===== src/rtl/tlb_pkg.sv =====
package tlb_pkg;
  localparam int LINE_BYTES = 64;
  localparam int HDR_BYTES  = 6;
  localparam int ADDR_W     = $clog2(LINE_BYTES);
  localparam int PTR_W      = $clog2(LINE_BYTES + 1);
  localparam int IDX_W      = $clog2(LINE_BYTES + HDR_BYTES);

  typedef struct packed {
    logic              wrEn;
    logic              wrSec;
    logic [ADDR_W-1:0] wrAddr;
    logic              oEn;
    logic              rdSec;
    logic [IDX_W-1:0]  oIdx;
    logic [7:0]        hdrLine;
    logic [1:0]        hdrStd;
    logic [PTR_W-1:0]  hdrLen;
  } tlbStrobe_t;
endpackage


===== src/rtl/tlb_ctrl.sv =====
module tlb_ctrl
  import tlb_pkg::*;
(
  input  logic       clk,
  input  logic       rstN,
  input  logic       wrValid,
  input  logic       lineStart,
  input  logic       lineEnd,
  input  logic [7:0] lineNum,
  input  logic [1:0] stdCode,
  input  logic       outGrant,
  output logic       outReq,
  output logic       overflow,
  output tlbStrobe_t strb
);
  localparam logic [PTR_W-1:0] FULL_LEN = PTR_W'(LINE_BYTES);

  logic             collecting, wrSel, rdSel, busy;
  logic [PTR_W-1:0] wrPtr;
  logic [IDX_W-1:0] idx, lastIdx;
  logic [1:0]       secFull;
  logic [PTR_W-1:0] secLen  [2];
  logic [7:0]       secLine [2];
  logic [1:0]       secStd  [2];
  logic             accept;

  assign accept  = collecting && wrValid && !lineStart && (wrPtr < FULL_LEN);
  assign outReq  = secFull[rdSel] && !busy;
  assign lastIdx = IDX_W'(HDR_BYTES - 1) + IDX_W'(secLen[rdSel]);

  always_ff @(posedge clk) begin
    if (!rstN) begin
      collecting <= 1'b0;
      wrSel      <= 1'b0;
      wrPtr      <= '0;
      overflow   <= 1'b0;
      rdSel      <= 1'b0;
      busy       <= 1'b0;
      idx        <= '0;
      secFull    <= '0;
      for (int s = 0; s < 2; s++) begin
        secLen[s]  <= '0;
        secLine[s] <= '0;
        secStd[s]  <= '0;
      end
    end else begin
      // capture side
      if (lineStart) begin
        if (secFull[wrSel]) begin
          collecting <= 1'b0;
          overflow   <= 1'b1;
        end else begin
          collecting     <= 1'b1;
          wrPtr          <= '0;
          secLine[wrSel] <= lineNum;
          secStd[wrSel]  <= stdCode;
        end
      end else if (collecting && lineEnd) begin
        collecting     <= 1'b0;
        secLen[wrSel]  <= wrPtr + PTR_W'(accept);
        secFull[wrSel] <= 1'b1;
        wrSel          <= ~wrSel;
      end else if (accept) begin
        wrPtr <= wrPtr + 1'b1;
      end
      // burst side
      if (outReq && outGrant) begin
        busy <= 1'b1;
        idx  <= '0;
      end else if (busy) begin
        if (idx == lastIdx) begin
          busy           <= 1'b0;
          secFull[rdSel] <= 1'b0;
          rdSel          <= ~rdSel;
        end else begin
          idx <= idx + 1'b1;
        end
      end
    end
  end

  always_comb begin
    strb.wrEn    = accept;
    strb.wrSec   = wrSel;
    strb.wrAddr  = wrPtr[ADDR_W-1:0];
    strb.oEn     = busy;
    strb.rdSec   = rdSel;
    strb.oIdx    = idx;
    strb.hdrLine = secLine[rdSel];
    strb.hdrStd  = secStd[rdSel];
    strb.hdrLen  = secLen[rdSel];
  end


  no_write_full_chk: assert property (@(posedge clk) disable iff (!rstN)
    accept |-> !secFull[wrSel]);

  ovf_sticky_chk: assert property (@(posedge clk) disable iff (!rstN)
    overflow |=> overflow);

  burst_gapless_chk: assert property (@(posedge clk) disable iff (!rstN)
    (busy && idx != lastIdx) |=> busy);

  len_bound_chk: assert property (@(posedge clk) disable iff (!rstN)
    wrPtr <= FULL_LEN);
endmodule


===== src/rtl/tlb_datapath.sv =====
module tlb_datapath
  import tlb_pkg::*;
(
  input  logic       clk,
  input  logic       rstN,
  input  tlbStrobe_t strb,
  input  logic [7:0] wrData,
  input  logic [5:0] didSel,
  input  logic       recodeEn,
  input  logic       videoSav,
  output logic [7:0] outData,
  output logic       outDq,
  output logic       outSliced
);
  localparam logic [5:0] FIRST_CODE_DID = 6'h3E;
  localparam logic [7:0] TIMING_WORD    = 8'hB6;

  logic [7:0]        mem [2][LINE_BYTES];
  logic [ADDR_W-1:0] payIdx;
  logic [7:0]        rawByte, payByte, hdrByte, nextByte;
  logic [5:0]        cnt;
  logic              ancMode, inHdr;

  always_ff @(posedge clk) begin
    if (strb.wrEn) mem[strb.wrSec][strb.wrAddr] <= wrData;
  end

  assign payIdx  = ADDR_W'(strb.oIdx - IDX_W'(HDR_BYTES));
  assign rawByte = mem[strb.rdSec][payIdx];
  assign ancMode = didSel < FIRST_CODE_DID;
  assign inHdr   = strb.oIdx < IDX_W'(HDR_BYTES);
  assign cnt     = 6'(strb.hdrLen >> 2);

  always_comb begin
    payByte = rawByte;
    if (recodeEn && rawByte == 8'h00) payByte = 8'h03;
    if (recodeEn && rawByte == 8'hFF) payByte = 8'hFC;
    case (strb.oIdx[2:0])
      3'd0:    hdrByte = ancMode ? 8'h00 : 8'hFF;
      3'd1,
      3'd2:    hdrByte = ancMode ? 8'hFF : 8'h00;
      3'd3:    hdrByte = ancMode ? {2'b00, didSel} : TIMING_WORD;
      3'd4:    hdrByte = strb.hdrLine;
      default: hdrByte = {strb.hdrStd, cnt};
    endcase
    nextByte = !strb.oEn ? 8'h00 : (inHdr ? hdrByte : payByte);
  end

  always_ff @(posedge clk) begin
    if (!rstN) begin
      outData   <= 8'h00;
      outDq     <= 1'b0;
      outSliced <= 1'b0;
    end else begin
      outData <= nextByte;
      outDq   <= strb.oEn;
      if (strb.oEn && strb.oIdx == '0) outSliced <= 1'b1;
      else if (videoSav)               outSliced <= 1'b0;
    end
  end


  dq_needs_flag_chk: assert property (@(posedge clk) disable iff (!rstN)
    outDq |-> outSliced);

  flag_hold_chk: assert property (@(posedge clk) disable iff (!rstN)
    (outSliced && !videoSav) |=> outSliced);

  idle_zero_chk: assert property (@(posedge clk) disable iff (!rstN)
    !outDq |-> outData == 8'h00);
endmodule


===== src/rtl/text_line_buffer.sv =====
module text_line_buffer
  import tlb_pkg::*;
(
  input  logic       clk,
  input  logic       rstN,
  input  logic       wrValid,
  input  logic [7:0] wrData,
  input  logic       lineStart,
  input  logic       lineEnd,
  input  logic [7:0] lineNum,
  input  logic [1:0] stdCode,
  input  logic [5:0] didSel,
  input  logic       recodeEn,
  input  logic       outGrant,
  input  logic       videoSav,
  output logic       outReq,
  output logic [7:0] outData,
  output logic       outDq,
  output logic       outSliced,
  output logic       overflow
);
  tlbStrobe_t strb;

  tlb_ctrl u_ctrl (
    .clk(clk), .rstN(rstN), .wrValid(wrValid), .lineStart(lineStart),
    .lineEnd(lineEnd), .lineNum(lineNum), .stdCode(stdCode),
    .outGrant(outGrant), .outReq(outReq), .overflow(overflow), .strb(strb)
  );

  tlb_datapath u_dp (
    .clk(clk), .rstN(rstN), .strb(strb), .wrData(wrData), .didSel(didSel),
    .recodeEn(recodeEn), .videoSav(videoSav), .outData(outData),
    .outDq(outDq), .outSliced(outSliced)
  );


  reset_quiet_chk: assert property (@(posedge clk)
    !rstN |=> (!outDq && !outSliced && !overflow));
endmodule


===== config.mk =====
export PLATFORM = sky130hd
export DESIGN_NAME = text_line_buffer
export DESIGN_NICKNAME = d
export VERILOG_FILES = /design/src/rtl/tlb_pkg.sv /design/src/rtl/tlb_ctrl.sv /design/src/rtl/tlb_datapath.sv /design/src/rtl/text_line_buffer.sv
export SDC_FILE = /design/constraint.sdc
export NUM_CORES = 1
export LEC_CHECK = 0
export ABC_CLOCK_PERIOD_IN_PS = 3290
export BUFFER_PORTS_ARGS = -buffer_cell sky130_fd_sc_hd__buf_2
export CAP_MARGIN = 20
export CORE_ASPECT_RATIO = 1.1
export CORE_UTILIZATION = 55
export CTS_CLUSTER_DIAMETER = 200
export CTS_CLUSTER_SIZE = 30
export DETAILED_ROUTE_END_ITERATION = 10
export GPL_ROUTABILITY_DRIVEN = 0
export GPL_TIMING_DRIVEN = 0
export PLACE_DENSITY_LB_ADDON = 0.08
export SYNTH_ARGS = -nofsm -noshare
export SYNTH_HDL_FRONTEND = slang
export SYNTH_SLANG_ARGS = --single-unit

===== constraint.sdc =====
create_clock -name clk -period 3.29 [get_ports clk]
set_input_delay 0.329 -clock clk [delete_from_list [all_inputs] [get_ports clk]]
set_output_delay 0.329 -clock clk [all_outputs]
set_load 0.01 [all_outputs]

==> summary.txt <==
Outcome
  • Status: complete, but fails checks
  • Failing checks: setup timing

Worst setup path
  • Startpoint Class: flop
  • CP max FO: 10
  • Critical Path RT: 3.83 ns
  • Critical Path End Type: flop
  • Crit path kind: flop to flop
  • Worst Path Arrival: 4.32 ns

Global route
  • Met3 Use GR: 9.48%
  • First-pass GRT wire length: 194000 µm
  • Pin count of the biggest net entering global routing: 95
  • All-Layer GR Usage: 36.3%
  • Vias in the first global route: 23.9k
  • Total grt overflow: 0
  • GRT busiest layer: met2
  • Initial antenna violation count: 4
  • Met1 track demand over resource: 48.0%
  • M2 GR Usage: 55.4%

Detailed routing
  • DR iter-0 viols: 4451
  • WL per Instance: 41.0 µm
  • Initial DRT Pass Iterations: 8
  • Remaining antenna violation count: 0
  • DRC Markers: 0
  • DR vias/cell: 7.11
  • DR vias: 24.9k
  • Routed WL: 144000 µm

Placed design
  • DP HPWL: 93800 µm
  • Pre-CTS setup slack: -2.47 ns
  • Port Buffers: 43
  • Placed Cells: 3385
  • Placed inst area: 45400 µm²

Floorplan
  • Height of the die: 297 µm
  • Die area: 80000 µm²
  • Core Box Area: 77800 µm²
  • Initial core utilization: 55.8%
  • I/O Pins: 44
  • Rows: 107
  • Die width: 270 µm

STA
  • Setup-failing EPs final: 34
  • RSZ-0062 raised after global routing: true
  • Clock Skew: 0.0301 ns
  • Max Fclk: 264 MHz
  • Slew Viols, Final: 0
  • Worst hold margin: 0.0125 ns
  • Worst Setup Slack, final: -0.494 ns
  • Final count of hold timing violations: 0
  • Fin crit share: 115%
  • Min Clock Period, post-route: 3.78 ns
  • Slew HR: 10.4%
  • Worst-Margin Slew: 1.34 ns

Synthesis
  • Synth Register Bits: 1090
  • EDFF count, synth: 1058
  • Syn avg cell area: 19.0 µm²
  • Main flop type after synthesis: edfxtp_1
  • Syn Nets: 2323
  • Sequential area share after synthesis: 74.7%
  • Synth Warn #: 0
  • Async S/R FF share, synth: 0%
  • Library cells used by synthesis: 68
  • Synth Instances: 2281
  • Synthesized area: 43400 µm²

Run
  • Max cap viols: 0

Cells and area
  • Share of post-route cells with drive strength above 1: 26.7%
  • Antenna Cells: 0
  • Net count, final: 2504
  • Area delta synth->final: 12.5%
  • Most frequent cells in the layout: edfxtp_1, mux4_2, mux2i_1, nor2_1, nand2_1
  • Fin area: 48800 µm²
  • Post-route insts no fill: 3505
  • Most common cell after layout, fill and taps aside: edfxtp_1
  • Final Util: 62.8%

Pwr
  • VDD IR max: 0.000489 V
  • P per Cell Area: 462 nW/µm²
  • Static leakage: 14.6 nW

Clock network
  • Clk_lat worst skew: 0.66 ns
  • Clock buffer depth: 3
  • Root buf cell: clkbuf_16
  • CTS tree: built
  • CTS Buf Count: 42
  • CTS Sinks: 1090
  • Clock slew at reported path FFs: 0.12 ns
  • H-Tree Level Count: 2

Worst hold path
  • HP Class: primary input to flop
## layer usage
layer  up-vias  part of all wire [%]
li1       9591                     -
met2      1986                    45
met4         0                   6.4
met1     12954                    35
met3       399                    13
met5         -                     0
## cells by family after synthesis
logic type | count (synthesis) | synth area share, %
flip-flops | 1090 | 74.7
AND/OR/NAND/NOR | 415 | 4.33
multiplexers | 358 | 14.4
AO/OA/AOI/OAI | 239 | 3.99
buffers and inverters | 140 | 1.67
XOR/XNOR | 29 | 0.586
adder cells (fa/ha/maj) | 10 | 0.288
## stage by stage
stage,power [mW],TNS [ns]
CTS,22.4,-1.80
detailed placement,16.2,-44.11
global route,22.9,-2.98
floorplan,15.8,0
finish,22.5,-2.14
global placement,16.2,-77.38
## cell usage after synthesis, types with 6 or more instances
cell type	number	share of area, %
a22oi_1	33	0.57
edfxtp_1	1058	73
clkbuf_1	68	0.59
mux2_2	13	0.34
nand3_1	32	0.37
buf_6	9	0.23
o21ai_0	27	0.31
a221oi_1	33	0.67
dfxtp_1	32	1.5
xor2_1	13	0.26
nor2_1	190	1.6
buf_1	9	0.078
nand2b_1	16	0.23
nor2b_1	15	0.22
a211oi_1	11	0.19
inv_1	9	0.078
nor3_1	25	0.29
buf_4	21	0.36
nand4_1	11	0.16
a31oi_1	10	0.14
and2_1	31	0.45
xnor2_1	16	0.32
ha_1	10	0.29
o22ai_1	10	0.14
a21oi_1	41	0.47
o211ai_1	6	0.10
mux4_2	212	11
or3_1	6	0.087
nand2_1	73	0.63
a221o_1	12	0.28
mux2i_1	133	3.1
buf_2	20	0.23
## what timing repair did
| item | CTS | global route |
|---|---|---|
| hold buffers | 10 | 0 |
| endpoints found under the setup margin | 180 | 261 |
| pin swaps | 14 | 23 |
| buffers inserted | 30 | 26 |
| cloned | 1 | 0 |
| endpoints found under the hold margin | 18 | 0 |
| resized for setup | 309 | 121 |
## flip-flops by register name, indices dropped and copies added, names as in the netlist, 2 cells and up, named ones only
register	count
u_ctrl.idx	7
u_ctrl.secFull	2
u_ctrl.secLen	14
u_ctrl.secLine	16
u_ctrl.secStd	4
u_ctrl.wrPtr	7
u_dp.mem	1024
u_dp.outData	8
## layout make-up
type                       instances  area [µm²]
buffer                           128        1530
clock buffer                      50        1100
clock inverter                     2        28.8
fill                            5452       29000
inverter                          11        43.8
multi-input combinational       1051       11000
sequential                      1090       32400
tap                             1035        1290
timing repair buffer             138        1430
## worst max-delay path, stage by stage (launching register included)
cell	delay, ns
dfxtp_4	0.44
buf_12	0.17
nor2b_1	0.19
clkbuf_2	0.43
clkbuf_4	0.46
a22oi_1	0.20
nor2_2	0.20
o31ai_2	0.12
nor4_2	0.44
a31oi_2	0.17
and4_1	0.26
a41o_1	0.27
a221oi_2	0.31
## worst paths after layout
kind                         from               to  slack (ns)  cells after the start
setup reg to reg    u_ctrl.idx[0]  u_dp.outData[1]       -0.49                     12
setup / recovery    u_ctrl.idx[0]  u_dp.outData[1]       -0.49                     12
hold reg to reg   u_ctrl.overflow  u_ctrl.overflow        0.48                      1
hold / removal           videoSav   u_dp.outSliced        0.01                      4
## power by group
part	total, mW	internal, mW	switching (mW)
sequential	15.2	15.2	0.0136
clock	6.54	2.42	4.12
combinational	0.762	0.211	0.551
total	22.5	17.9	4.68
Note: power is estimated with default switching activity, not from simulation.
